$ cat src/rtl/qbx_pkg.sv
package qbx_pkg;
    typedef enum logic [2:0] {
        ST_IDLE,
        ST_ADDR,
        ST_AACK,
        ST_WDAT,
        ST_WACK,
        ST_RDAT,
        ST_RACK
    } tgt_state_e;
endpackage

$ cat src/rtl/qbx_sync.sv
module qbx_sync #(
    parameter int   WIDTH     = 1,
    parameter logic RESET_VAL = 1'b1
) (
    input  logic             clk,
    input  logic             rst_n,
    input  logic [WIDTH-1:0] din,
    output logic [WIDTH-1:0] dout
);
    logic [WIDTH-1:0] s1_q, s1_d, s2_q, s2_d;

    always_comb begin
        s1_d = din;
        s2_d = s1_q;
    end

    always_ff @(posedge clk or negedge rst_n) begin
        if (!rst_n) begin
            s1_q <= {WIDTH{RESET_VAL}};
            s2_q <= {WIDTH{RESET_VAL}};
        end else begin
            s1_q <= s1_d;
            s2_q <= s2_d;
        end
    end

    assign dout = s2_q;
endmodule

$ cat src/rtl/qbx_i2c_target.sv
module qbx_i2c_target
    import qbx_pkg::*;
#(
    parameter int         NUM_PINS  = 16,
    parameter logic [6:0] ADDR_BASE = 7'h20
) (
    input  logic                clk,
    input  logic                rst_n,
    input  logic                scl_s,
    input  logic                sda_s,
    input  logic [2:0]          addr_sel,
    input  logic [NUM_PINS-1:0] rd_word,
    output logic                sda_oe,
    output logic                wr_valid,
    output logic                wr_idx,
    output logic [7:0]          wr_byte,
    output logic                rd_go
);
    localparam int         NBYTES  = NUM_PINS / 8;
    localparam logic [3:0] ADDR_HI = ADDR_BASE[6:3];

    typedef struct packed {
        tgt_state_e st;
        logic [3:0] cnt;
        logic [7:0] sh;
        logic       oe;
        logic       idx;
        logic       rw;
        logic       mack;
        logic       scl_p;
        logic       sda_p;
        logic       wr_v;
    } regs_t;

    localparam regs_t RST = '{st: ST_IDLE, cnt: 4'd0, sh: 8'd0, oe: 1'b0, idx: 1'b0,
                              rw: 1'b0, mack: 1'b0, scl_p: 1'b1, sda_p: 1'b1, wr_v: 1'b0};

    regs_t q, d;
    logic rise, fall, start_c, stop_c, nidx;
    logic [15:0] wide;
    logic [7:0]  next_byte;

    assign rise    = scl_s & ~q.scl_p;
    assign fall    = ~scl_s & q.scl_p;
    assign start_c = scl_s & q.scl_p & q.sda_p & ~sda_s;
    assign stop_c  = scl_s & q.scl_p & ~q.sda_p & sda_s;
    assign wide    = 16'(rd_word);
    assign nidx    = (NBYTES == 2) ? ~q.idx : 1'b0;
    assign next_byte = nidx ? wide[15:8] : wide[7:0];

    always_comb begin
        d       = q;
        d.scl_p = scl_s;
        d.sda_p = sda_s;
        d.wr_v  = 1'b0;
        rd_go   = 1'b0;
        if (start_c) begin
            d.st  = ST_ADDR;
            d.cnt = 4'd0;
            d.oe  = 1'b0;
        end else if (stop_c) begin
            d.st = ST_IDLE;
            d.oe = 1'b0;
        end else begin
            case (q.st)
                ST_ADDR: begin
                    if (rise) begin
                        d.sh  = {q.sh[6:0], sda_s};
                        d.cnt = q.cnt + 4'd1;
                    end else if (fall && q.cnt == 4'd8) begin
                        d.cnt = 4'd0;
                        if (q.sh[7:1] == {ADDR_HI, addr_sel}) begin
                            d.st = ST_AACK;
                            d.oe = 1'b1;
                            d.rw = q.sh[0];
                        end else begin
                            d.st = ST_IDLE;
                        end
                    end
                end
                ST_AACK: begin
                    if (fall) begin
                        d.idx = 1'b0;
                        if (q.rw) begin
                            rd_go = 1'b1;
                            d.sh  = wide[7:0];
                            d.oe  = ~wide[7];
                            d.st  = ST_RDAT;
                        end else begin
                            d.oe = 1'b0;
                            d.st = ST_WDAT;
                        end
                    end
                end
                ST_WDAT: begin
                    if (rise) begin
                        d.sh  = {q.sh[6:0], sda_s};
                        d.cnt = q.cnt + 4'd1;
                    end else if (fall && q.cnt == 4'd8) begin
                        d.cnt  = 4'd0;
                        d.oe   = 1'b1;
                        d.wr_v = 1'b1;
                        d.st   = ST_WACK;
                    end
                end
                ST_WACK: begin
                    if (fall) begin
                        d.oe  = 1'b0;
                        d.idx = nidx;
                        d.st  = ST_WDAT;
                    end
                end
                ST_RDAT: begin
                    if (rise) begin
                        d.cnt = q.cnt + 4'd1;
                    end else if (fall) begin
                        if (q.cnt == 4'd8) begin
                            d.cnt = 4'd0;
                            d.oe  = 1'b0;
                            d.st  = ST_RACK;
                        end else begin
                            d.sh = {q.sh[6:0], 1'b0};
                            d.oe = ~q.sh[6];
                        end
                    end
                end
                ST_RACK: begin
                    if (rise) begin
                        d.mack = ~sda_s;
                    end else if (fall) begin
                        if (q.mack) begin
                            d.idx = nidx;
                            d.sh  = next_byte;
                            d.oe  = ~next_byte[7];
                            d.st  = ST_RDAT;
                        end else begin
                            d.st = ST_IDLE;
                        end
                    end
                end
                default: ;
            endcase
        end
    end

    always_ff @(posedge clk or negedge rst_n) begin
        if (!rst_n) q <= RST;
        else        q <= d;
    end

    assign sda_oe   = q.oe;
    assign wr_valid = q.wr_v;
    assign wr_idx   = q.idx;
    assign wr_byte  = q.sh;
endmodule

$ cat src/rtl/qbx_port.sv
module qbx_port #(
    parameter int NUM_PINS = 16
) (
    input  logic                clk,
    input  logic                rst_n,
    input  logic [NUM_PINS-1:0] pin_in,
    input  logic                wr_valid,
    input  logic                wr_idx,
    input  logic [7:0]          wr_byte,
    input  logic                rd_go,
    output logic [NUM_PINS-1:0] rd_word,
    output logic [NUM_PINS-1:0] pin_drive_low,
    output logic [NUM_PINS-1:0] pin_pull_up,
    output logic                int_n
);
    localparam int NBYTES = NUM_PINS / 8;

    typedef struct packed {
        logic [NUM_PINS-1:0] latch;
        logic [NUM_PINS-1:0] snap;
        logic [NUM_PINS-1:0] refv;
        logic [7:0]          stage;
        logic                pend;
    } regs_t;

    regs_t q, d;
    logic [NUM_PINS-1:0] pins_s;
    logic [NUM_PINS-1:0] wr_word;
    logic                word_done;

    qbx_sync #(.WIDTH(NUM_PINS), .RESET_VAL(1'b1)) u_pin_sync (
        .clk  (clk),
        .rst_n(rst_n),
        .din  (pin_in),
        .dout (pins_s)
    );

    generate
        if (NBYTES == 1) begin : g_byte_word
            assign wr_word   = wr_byte;
            assign word_done = wr_valid;
        end else begin : g_pair_word
            assign wr_word   = {wr_byte, q.stage};
            assign word_done = wr_valid & wr_idx;
        end
    endgenerate

    always_comb begin
        d = q;
        if (wr_valid && !wr_idx) d.stage = wr_byte;
        if (word_done)           d.latch = wr_word;
        if (rd_go) begin
            d.snap = pins_s;
            d.refv = pins_s;
            d.pend = 1'b0;
        end else if (pins_s != q.refv) begin
            d.pend = 1'b1;
        end
    end

    always_ff @(posedge clk or negedge rst_n) begin
        if (!rst_n) begin
            q.latch <= '1;
            q.snap  <= '1;
            q.refv  <= '1;
            q.stage <= '0;
            q.pend  <= 1'b0;
        end else begin
            q <= d;
        end
    end

    assign rd_word       = rd_go ? pins_s : q.snap;
    assign pin_drive_low = ~q.latch;
    assign pin_pull_up   = q.latch;
    assign int_n         = ~q.pend;
endmodule

$ cat src/rtl/qbx_expander.sv
module qbx_expander #(
    parameter int         NUM_PINS  = 16,
    parameter logic [6:0] ADDR_BASE = 7'h20
) (
    input  logic                clk,
    input  logic                rst_n,
    input  logic                scl_in,
    input  logic                sda_in,
    output logic                sda_oe,
    input  logic [2:0]          addr_sel,
    input  logic [NUM_PINS-1:0] pin_in,
    output logic [NUM_PINS-1:0] pin_drive_low,
    output logic [NUM_PINS-1:0] pin_pull_up,
    output logic                int_n
);
    logic                scl_s, sda_s;
    logic                wr_valid, wr_idx, rd_go;
    logic [7:0]          wr_byte;
    logic [NUM_PINS-1:0] rd_word;

    qbx_sync #(.WIDTH(2), .RESET_VAL(1'b1)) u_bus_sync (
        .clk  (clk),
        .rst_n(rst_n),
        .din  ({scl_in, sda_in}),
        .dout ({scl_s, sda_s})
    );

    qbx_i2c_target #(.NUM_PINS(NUM_PINS), .ADDR_BASE(ADDR_BASE)) u_target (
        .clk     (clk),
        .rst_n   (rst_n),
        .scl_s   (scl_s),
        .sda_s   (sda_s),
        .addr_sel(addr_sel),
        .rd_word (rd_word),
        .sda_oe  (sda_oe),
        .wr_valid(wr_valid),
        .wr_idx  (wr_idx),
        .wr_byte (wr_byte),
        .rd_go   (rd_go)
    );

    qbx_port #(.NUM_PINS(NUM_PINS)) u_port (
        .clk          (clk),
        .rst_n        (rst_n),
        .pin_in       (pin_in),
        .wr_valid     (wr_valid),
        .wr_idx       (wr_idx),
        .wr_byte      (wr_byte),
        .rd_go        (rd_go),
        .rd_word      (rd_word),
        .pin_drive_low(pin_drive_low),
        .pin_pull_up  (pin_pull_up),
        .int_n        (int_n)
    );
endmodule

$ cat config.mk
export PLATFORM = sky130hd
export DESIGN_NAME = qbx_expander
export DESIGN_NICKNAME = d
export VERILOG_FILES = /design/src/rtl/qbx_pkg.sv /design/src/rtl/qbx_sync.sv /design/src/rtl/qbx_i2c_target.sv /design/src/rtl/qbx_port.sv /design/src/rtl/qbx_expander.sv
export SDC_FILE = /design/constraint.sdc
export NUM_CORES = 1
export LEC_CHECK = 0
export BUFFER_PORTS_ARGS = -buffer_cell sky130_fd_sc_hd__buf_2
export CORE_MARGIN = 2
export CORE_UTILIZATION = 50
export CTS_CLUSTER_DIAMETER = 40
export CTS_CLUSTER_SIZE = 14
export DETAILED_ROUTE_END_ITERATION = 6
export PLACE_DENSITY = 0.66
export SLEW_MARGIN = 20
export SYNTH_ARGS = -nofsm -noshare
export SYNTH_HDL_FRONTEND = slang
export SYNTH_HIERARCHICAL = 1
export SYNTH_SLANG_ARGS = --single-unit
export TNS_END_PERCENT = 20
$ cat constraint.sdc
create_clock -name clk -period 2.85 [get_ports clk]
set_clock_uncertainty 0.1 [all_clocks]
set_input_delay 0.4275 -clock clk [delete_from_list [all_inputs] [get_ports clk]]
set_output_delay 0.4275 -clock clk [all_outputs]
set_load 0.02 [all_outputs]
==> results_dict.tcl, run 1 <==
set metrics [dict create \
    slew_headroom_pct 53.2 \
    crit_path_max_incr_delay_ps 550 \
    cts_hold_buf 0 \
    top_layer "met4" \
    ctsResizeCount 0 \
    synth_nets 391 \
    areaGrowthSynthToFinish_pct 9.67 \
    path_clk_slew_ps 90 \
    pwr-share-clk_pct 35.7 \
    cp-end-kind "flop" \
    ant_nets 0 \
    cts_tree "yes" \
    dp_cells 501 \
    core_area_um2 8810 \
    r2r_slack_ps 260 \
    setup_viol 0 \
    dp_hpwl_mm 5.56 \
    instances_no_fill 517 \
    diodes 0 \
    hold_viol 3 \
    drc_errors 0 \
    drive_above_1_share_pct 50.4 \
    crit_path_start_kind "flop" \
    timing.hold.ws_ps -0.994 \
    clk_path_buf_depth 2 \
    io_pins 57 \
    port_buffers 56 \
    drv_cap 0 \
    violations "negative hold slack" \
    worst_pin_slew_ps 702 \
    netlist_instances 363 \
    antenna_found_initial 0 \
    r2r-end "u_target/sda_oe" \
    synth-seq-area-share_pct 55.8 \
    grt_usage_pct 17.1 \
    fin_tns_setup_ps 0 \
    power_density_nw_per_um2 553 \
    via_per_inst 5.27 \
    die_area_um2 9970 \
    final_cell_mix "dfstp_2 (70), buf_2 (55), inv_1 (35)" \
    numClockSinks 99 \
    regToRegStartpoint "u_target/q[2]" \
    crit_type "reg2reg" \
    num_rows 34 \
    grt_pass1_wl_mm 13.3 \
    period_share_pct 90.9 \
    synth_area_um2 4590 \
    crit_chain "ha_1 > and4_1 > mux2_2 > nor2b_1 > a2111oi_0 > a211oi_1 > a211oi_1" \
    total_power_uw 2780 \
    cpMostUsedCell "a211oi_1" \
    synth-async-reset-ratio_pct 100 \
    reg2regPathDepth 7 \
    rsz0062_at_grt "no" \
    avgSynthCellArea_um2 12.7 \
    grt_pass1_vias 2664 \
    initial_core_util_pct 52.2 \
    placed_area_um2 4810 \
    dr_wl_met3_um 356 \
    ys_types 54 \
    power_frac_comb_pct 8.7 \
    worst-endpoint-arrival_ps 2760 \
    outcome "finished with violations" \
    p_sw_share_pct 24.5 \
    htreeDepth 3 \
    worstSetupEndpoint "u_target/sda_oe" \
    post_cts_buffers 0 \
    nets 432 \
    wirelength_mm 7.97 \
    leakage_uw 0.00219 \
    wl_met1_mm 3.88 \
    p_switching_uw 682 \
    cts_root_buf "clkbuf_8" \
    cts-buffers-inserted 9 \
    first_pass_iters 5 \
    internal_power_uw 2100 \
    drtIter0Drc 179 \
    gp_congestion 0.841 \
    die_h_um 99.9 \
    critical_path.startpoint "u_target/q[2]" \
    fin_crit_ps 2590 \
    synth_flop_cell "dfstp_2" \
    vias 2724 \
    routed-wl-met2_mm 3.58 \
    crit_fanout 9 \
    wl_per_cell_um 15.4 \
    slew_violations 0 \
    hold_class "in2async" \
    synth_warnings 6 \
    postLayoutCellArea_um2 5040 \
    synth_edf_count 0 \
    clock_latency_ps 370 \
    slowest_stage "dfstp_2" \
    grt_start_max_net_pins 58 \
    ir_drop_v 0.000348 \
    die_x_um 99.9 \
    final_common_cell "dfstp_2" \
    seq_power_share_pct 55.6 \
    ys_seq_elements 99 \
    grt_overflow_total 0 \
    cp.required_ps 3020 \
    max_freq_ghz 0.386 \
]
==> metal layers <==
metal | global-route usage (%) | up-vias
met5 | 0 | -
met4 | 7.80 | 0
met3 | 3.34 | 12
met2 | 25.4 | 88
met1 | 24.5 | 1308
li1 | - | 1316
==> flip-flops by register name, indices dropped and copies added, names as in the netlist, 2 cells and up <==
signal                  flops
u_port/q                   25
u_port/pin_pull_up         16
u_port/u_pin_sync/dout     16
u_port/u_pin_sync/s1_q     16
u_target/q                 11
u_target/wr_byte            8
u_bus_sync/dout             2
u_bus_sync/s1_q             2
==> power by group through the flow <==
stage          Clock (uW)  Combinational, uW  Sequential [uW]
5_1_grt              1080                273             1560
4_1_cts              1020                242             1550
6_report              995                241             1550
3_3_place_gp            0                237             1570
2_1_floorplan           0                155             1560
3_5_place_dp            0                240             1570
==> worst min path at each step <==
stage	slack [ps]	endpoint	from
after floorplan	30	u_port/q[0]	rst_n
after global placement	250	u_port/u_pin_sync/dout[2]	u_port/u_pin_sync/s1_q[2]
final	-1	u_port/q[5]	rst_n
after CTS	20	u_port/q[5]	rst_n
after global routing	30	u_port/q[5]	rst_n
after detailed placement	250	u_port/u_pin_sync/dout[10]	u_port/u_pin_sync/s1_q[10]
==> final cells by class <==
cell class                 count  area [um^2]
clock buffer                  10          138
clock inverter                 6         86.3
timing repair buffer          66          358
sequential                    99         2560
inverter                      35          131
multi-input combinational    193         1630
fill                         718         3770
tap                          108          135
==> critical path: cells and delay by family, from the launching register on <==
kind,cells,cell delay [ps]
adder cells (fa/ha/maj),1,320
flip-flops,1,550
AND/OR/NAND/NOR,2,470
AO/OA/AOI/OAI,3,670
multiplexers,1,390
==> cells in the mapped netlist, drive strengths merged (3+ instances only) <==
| cell | n | area share, % |
|---|---|---|
| nand4 | 7 | 0.95 |
| a31oi | 3 | 0.41 |
| a21o | 3 | 0.49 |
| a22oi | 7 | 1.1 |
| xnor2 | 19 | 3.6 |
| nand2 | 9 | 0.90 |
| mux2i | 4 | 0.87 |
| nor2 | 12 | 1.0 |
| nand2b | 3 | 0.41 |
| a21oi | 8 | 0.87 |
| inv | 35 | 2.9 |
| nand3 | 7 | 0.76 |
| dfstp | 70 | 40 |
| buf | 36 | 5.9 |
| dfrtp | 29 | 16 |
| nor2b | 5 | 0.74 |
| o21ai | 15 | 1.6 |
| ha | 5 | 1.4 |
| mux2 | 48 | 13 |
| nand4b | 3 | 0.57 |
==> per-stage QoR <==
step | setup WS (ps) | utilization, %
2_1_floorplan | 309 | -
3_3_place_gp | 311 | 54.7
3_5_place_dp | 259 | 54.7
4_1_cts | 223 | 57.2
5_1_grt | 114 | 57.2
6_report | 259 | 57.2
==> cell families after synthesis <==
logic type,after synthesis,synth area share (%)
muxes,52,14.4
buffers and inverters,71,8.80
AOI/OAI and AO/OA,52,7.46
adders and majority gates,5,1.36
and+or+nand+nor,63,8.20
DFF,99,55.8
xor gates and xnor gates,21,4.00
(Power assumes the default switching activity.)
==> run 2: changes to the inputs <==
--- a/config.mk
+++ b/config.mk
@@ -6,12 +6,14 @@
 export NUM_CORES = 1
 export LEC_CHECK = 0
 export BUFFER_PORTS_ARGS = -buffer_cell sky130_fd_sc_hd__buf_2
+export CELL_PAD_IN_SITES_DETAIL_PLACEMENT = 1
+export CELL_PAD_IN_SITES_GLOBAL_PLACEMENT = 1
 export CORE_MARGIN = 2
-export CORE_UTILIZATION = 50
+export CORE_UTILIZATION = 47
 export CTS_CLUSTER_DIAMETER = 40
 export CTS_CLUSTER_SIZE = 14
 export DETAILED_ROUTE_END_ITERATION = 6
-export PLACE_DENSITY = 0.66
+export PLACE_DENSITY = 0.75
 export SLEW_MARGIN = 20
 export SYNTH_ARGS = -nofsm -noshare
 export SYNTH_HDL_FRONTEND = slang
==> run 2 against run 1 <==
Sequential power hardly changed. Cell count is 4.6% higher. Highest routed layer unchanged. Clock power is 10% lower. Worst setup slack better by 74 ps. Total power is 3.3% lower. Design area is 0.12% higher. Sequential share of layout area is 0.063 points lower. Combinational power is 3% lower. Clock-buffer cell count is 1 higher. Worst hold slack better by 43 ps. Global-route usage is 1.7 points higher. The flow now finishes without violations.
==> results_dict.tcl, run 2 (synthesis gave the netlist of run 1 again) <==
set metrics [dict create \
    ant_nets 0 \
    final_cell_mix "dfstp_2 (70), buf_2 (55), inv_1 (35)" \
    grt_pass1_wl_mm 15.0 \
    io_pins 57 \
    port_buffers 56 \
    slowest_stage "o2111a_1" \
    vias 2812 \
    grt_start_max_net_pins 55 \
    drive_above_1_share_pct 49.5 \
    regMostFlops "u_port/q" \
    grt_pass1_vias 2947 \
    initial_core_util_pct 47.7 \
    max_freq_ghz 0.397 \
    instances_no_fill 541 \
    cp_num_buf_inv 1 \
    crit_chain "inv_1 > ha_1 > nor2b_1 > o21ai_0 > nand3_1 > o2111a_1 > mux2_4" \
    slew_violations 0 \
    leakage_uw 0.00217 \
    period_share_pct 88.3 \
    num_rows 36 \
    diodes 0 \
    setup_viol 0 \
    largest_register_ffs 25 \
    antenna_found_initial 0 \
    slew_headroom_pct 60.9 \
    outcome "completed" \
    die_area_um2 10600 \
    ctsResizeCount 0 \
    cp-end-kind "flop" \
    drc_errors 0 \
    crit_type "reg2reg" \
    power_frac_comb_pct 8.7 \
    fin_crit_ps 2520 \
    clock_latency_ps 370 \
    numClockSinks 99 \
    worst-endpoint-arrival_ps 2670 \
    cts_root_buf "clkbuf_8" \
    dp_cells 524 \
    seq_power_share_pct 58.1 \
    htreeDepth 3 \
    first_pass_iters 4 \
    dp_hpwl_mm 6.68 \
    p_switching_uw 697 \
    grt_usage_pct 18.8 \
    path_clk_slew_ps 100 \
    hold_viol 0 \
    clk_path_buf_depth 2 \
    cp_top_family "compound AO/OA/AOI/OAI gates" \
    gp_congestion 0.846 \
    final_common_cell "dfstp_2" \
    die_h_um 103 \
    worst_pin_slew_ps 587 \
    crit_path_max_incr_delay_ps 580 \
    hold_class "in2reg" \
    cts_tree "yes" \
    drv_cap 0 \
    wl_per_cell_um 17.0 \
    areaGrowthSynthToFinish_pct 9.80 \
    cts-buffers-inserted 9 \
    crit_path_start_kind "flop" \
    drtIter0Drc 102 \
    fin_tns_setup_ps 0 \
    grt_overflow_total 0 \
    total_power_uw 2690 \
    via_per_inst 5.20 \
    wirelength_mm 9.18 \
    timing.hold.ws_ps 42.3 \
    power_density_nw_per_um2 534 \
    crit_fanout 11 \
    cp.required_ps 3000 \
    rsz0062_at_grt "no" \
    p_sw_share_pct 25.9 \
    nets 431 \
    ir_drop_v 0.000333 \
    pwr-share-clk_pct 33.2 \
    core_area_um2 9640 \
    internal_power_uw 1990 \
    die_x_um 103 \
]
run 2: changes by cell type in the layout (fill, tap and decap cells not counted), sizes merged:
cell / change
clkbuf: +1
dlygate4sd3: +1
inv: +1
clkinv: -1
buf: -2
bufinv: -1
run 2: layout make-up:
class | count | area (um^2)
fillers | 1022 | 4590
well taps | 133 | 166
clock buffers | 11 | 131
multi-input cells | 193 | 1630
inverters | 35 | 131
clock inverters | 5 | 60.1
flip-flops and latches | 99 | 2560
repair buffers | 65 | 365
run 2: worst paths after layout:
path	end	start	slack, ps	cells after the start
worst max-delay path	u_target/wr_byte[7]	u_target/q[2]	330	7
worst min-delay path	u_port/u_pin_sync/s1_q[6]	pin_in[6]	40	1
worst max register to register	u_target/wr_byte[7]	u_target/q[2]	330	7
worst min register to register	u_port/u_pin_sync/dout[0]	u_port/u_pin_sync/s1_q[0]	250	0
max in group asynchronous	u_port/u_pin_sync/dout[1]	rst_n	1590	3
min in group asynchronous	u_target/q[21]	rst_n	380	2
run 2: per-stage QoR:
stage | area, um^2 | utilization [%] | setup slack [ps]
floorplan | 4590 | - | 309
global placement | 4840 | 50.2 | 463
detailed placement | 4840 | 50.2 | 383
CTS | 5040 | 52.3 | 360
global route | 5040 | 52.3 | 233
finish | 5040 | 52.3 | 334
run 2: power groups by stage:
stage          Combinational [uW]  Clock (uW)  Sequential (uW)
6_report                      234         894             1560
2_1_floorplan                 155           0             1560
5_1_grt                       262         979             1580
3_5_place_dp                  232           0             1590
4_1_cts                       237         919             1560
3_3_place_gp                  225           0             1580
run 2: what timing repair did:
item,in CTS,in global routing
endpoints found under the hold margin,8,0
hold buffers,1,0
setup buffers,0,0
run 2: metal layers:
metal / global-route usage, % / routed length, um / vias to the layer above
met5: 0 / 0 / -
met4: 7.49 / 160 / 0
met3: 3.05 / 332 / 13
met2: 32.0 / 4640 / 66
met1: 24.3 / 4050 / 1430
li1: - / - / 1303
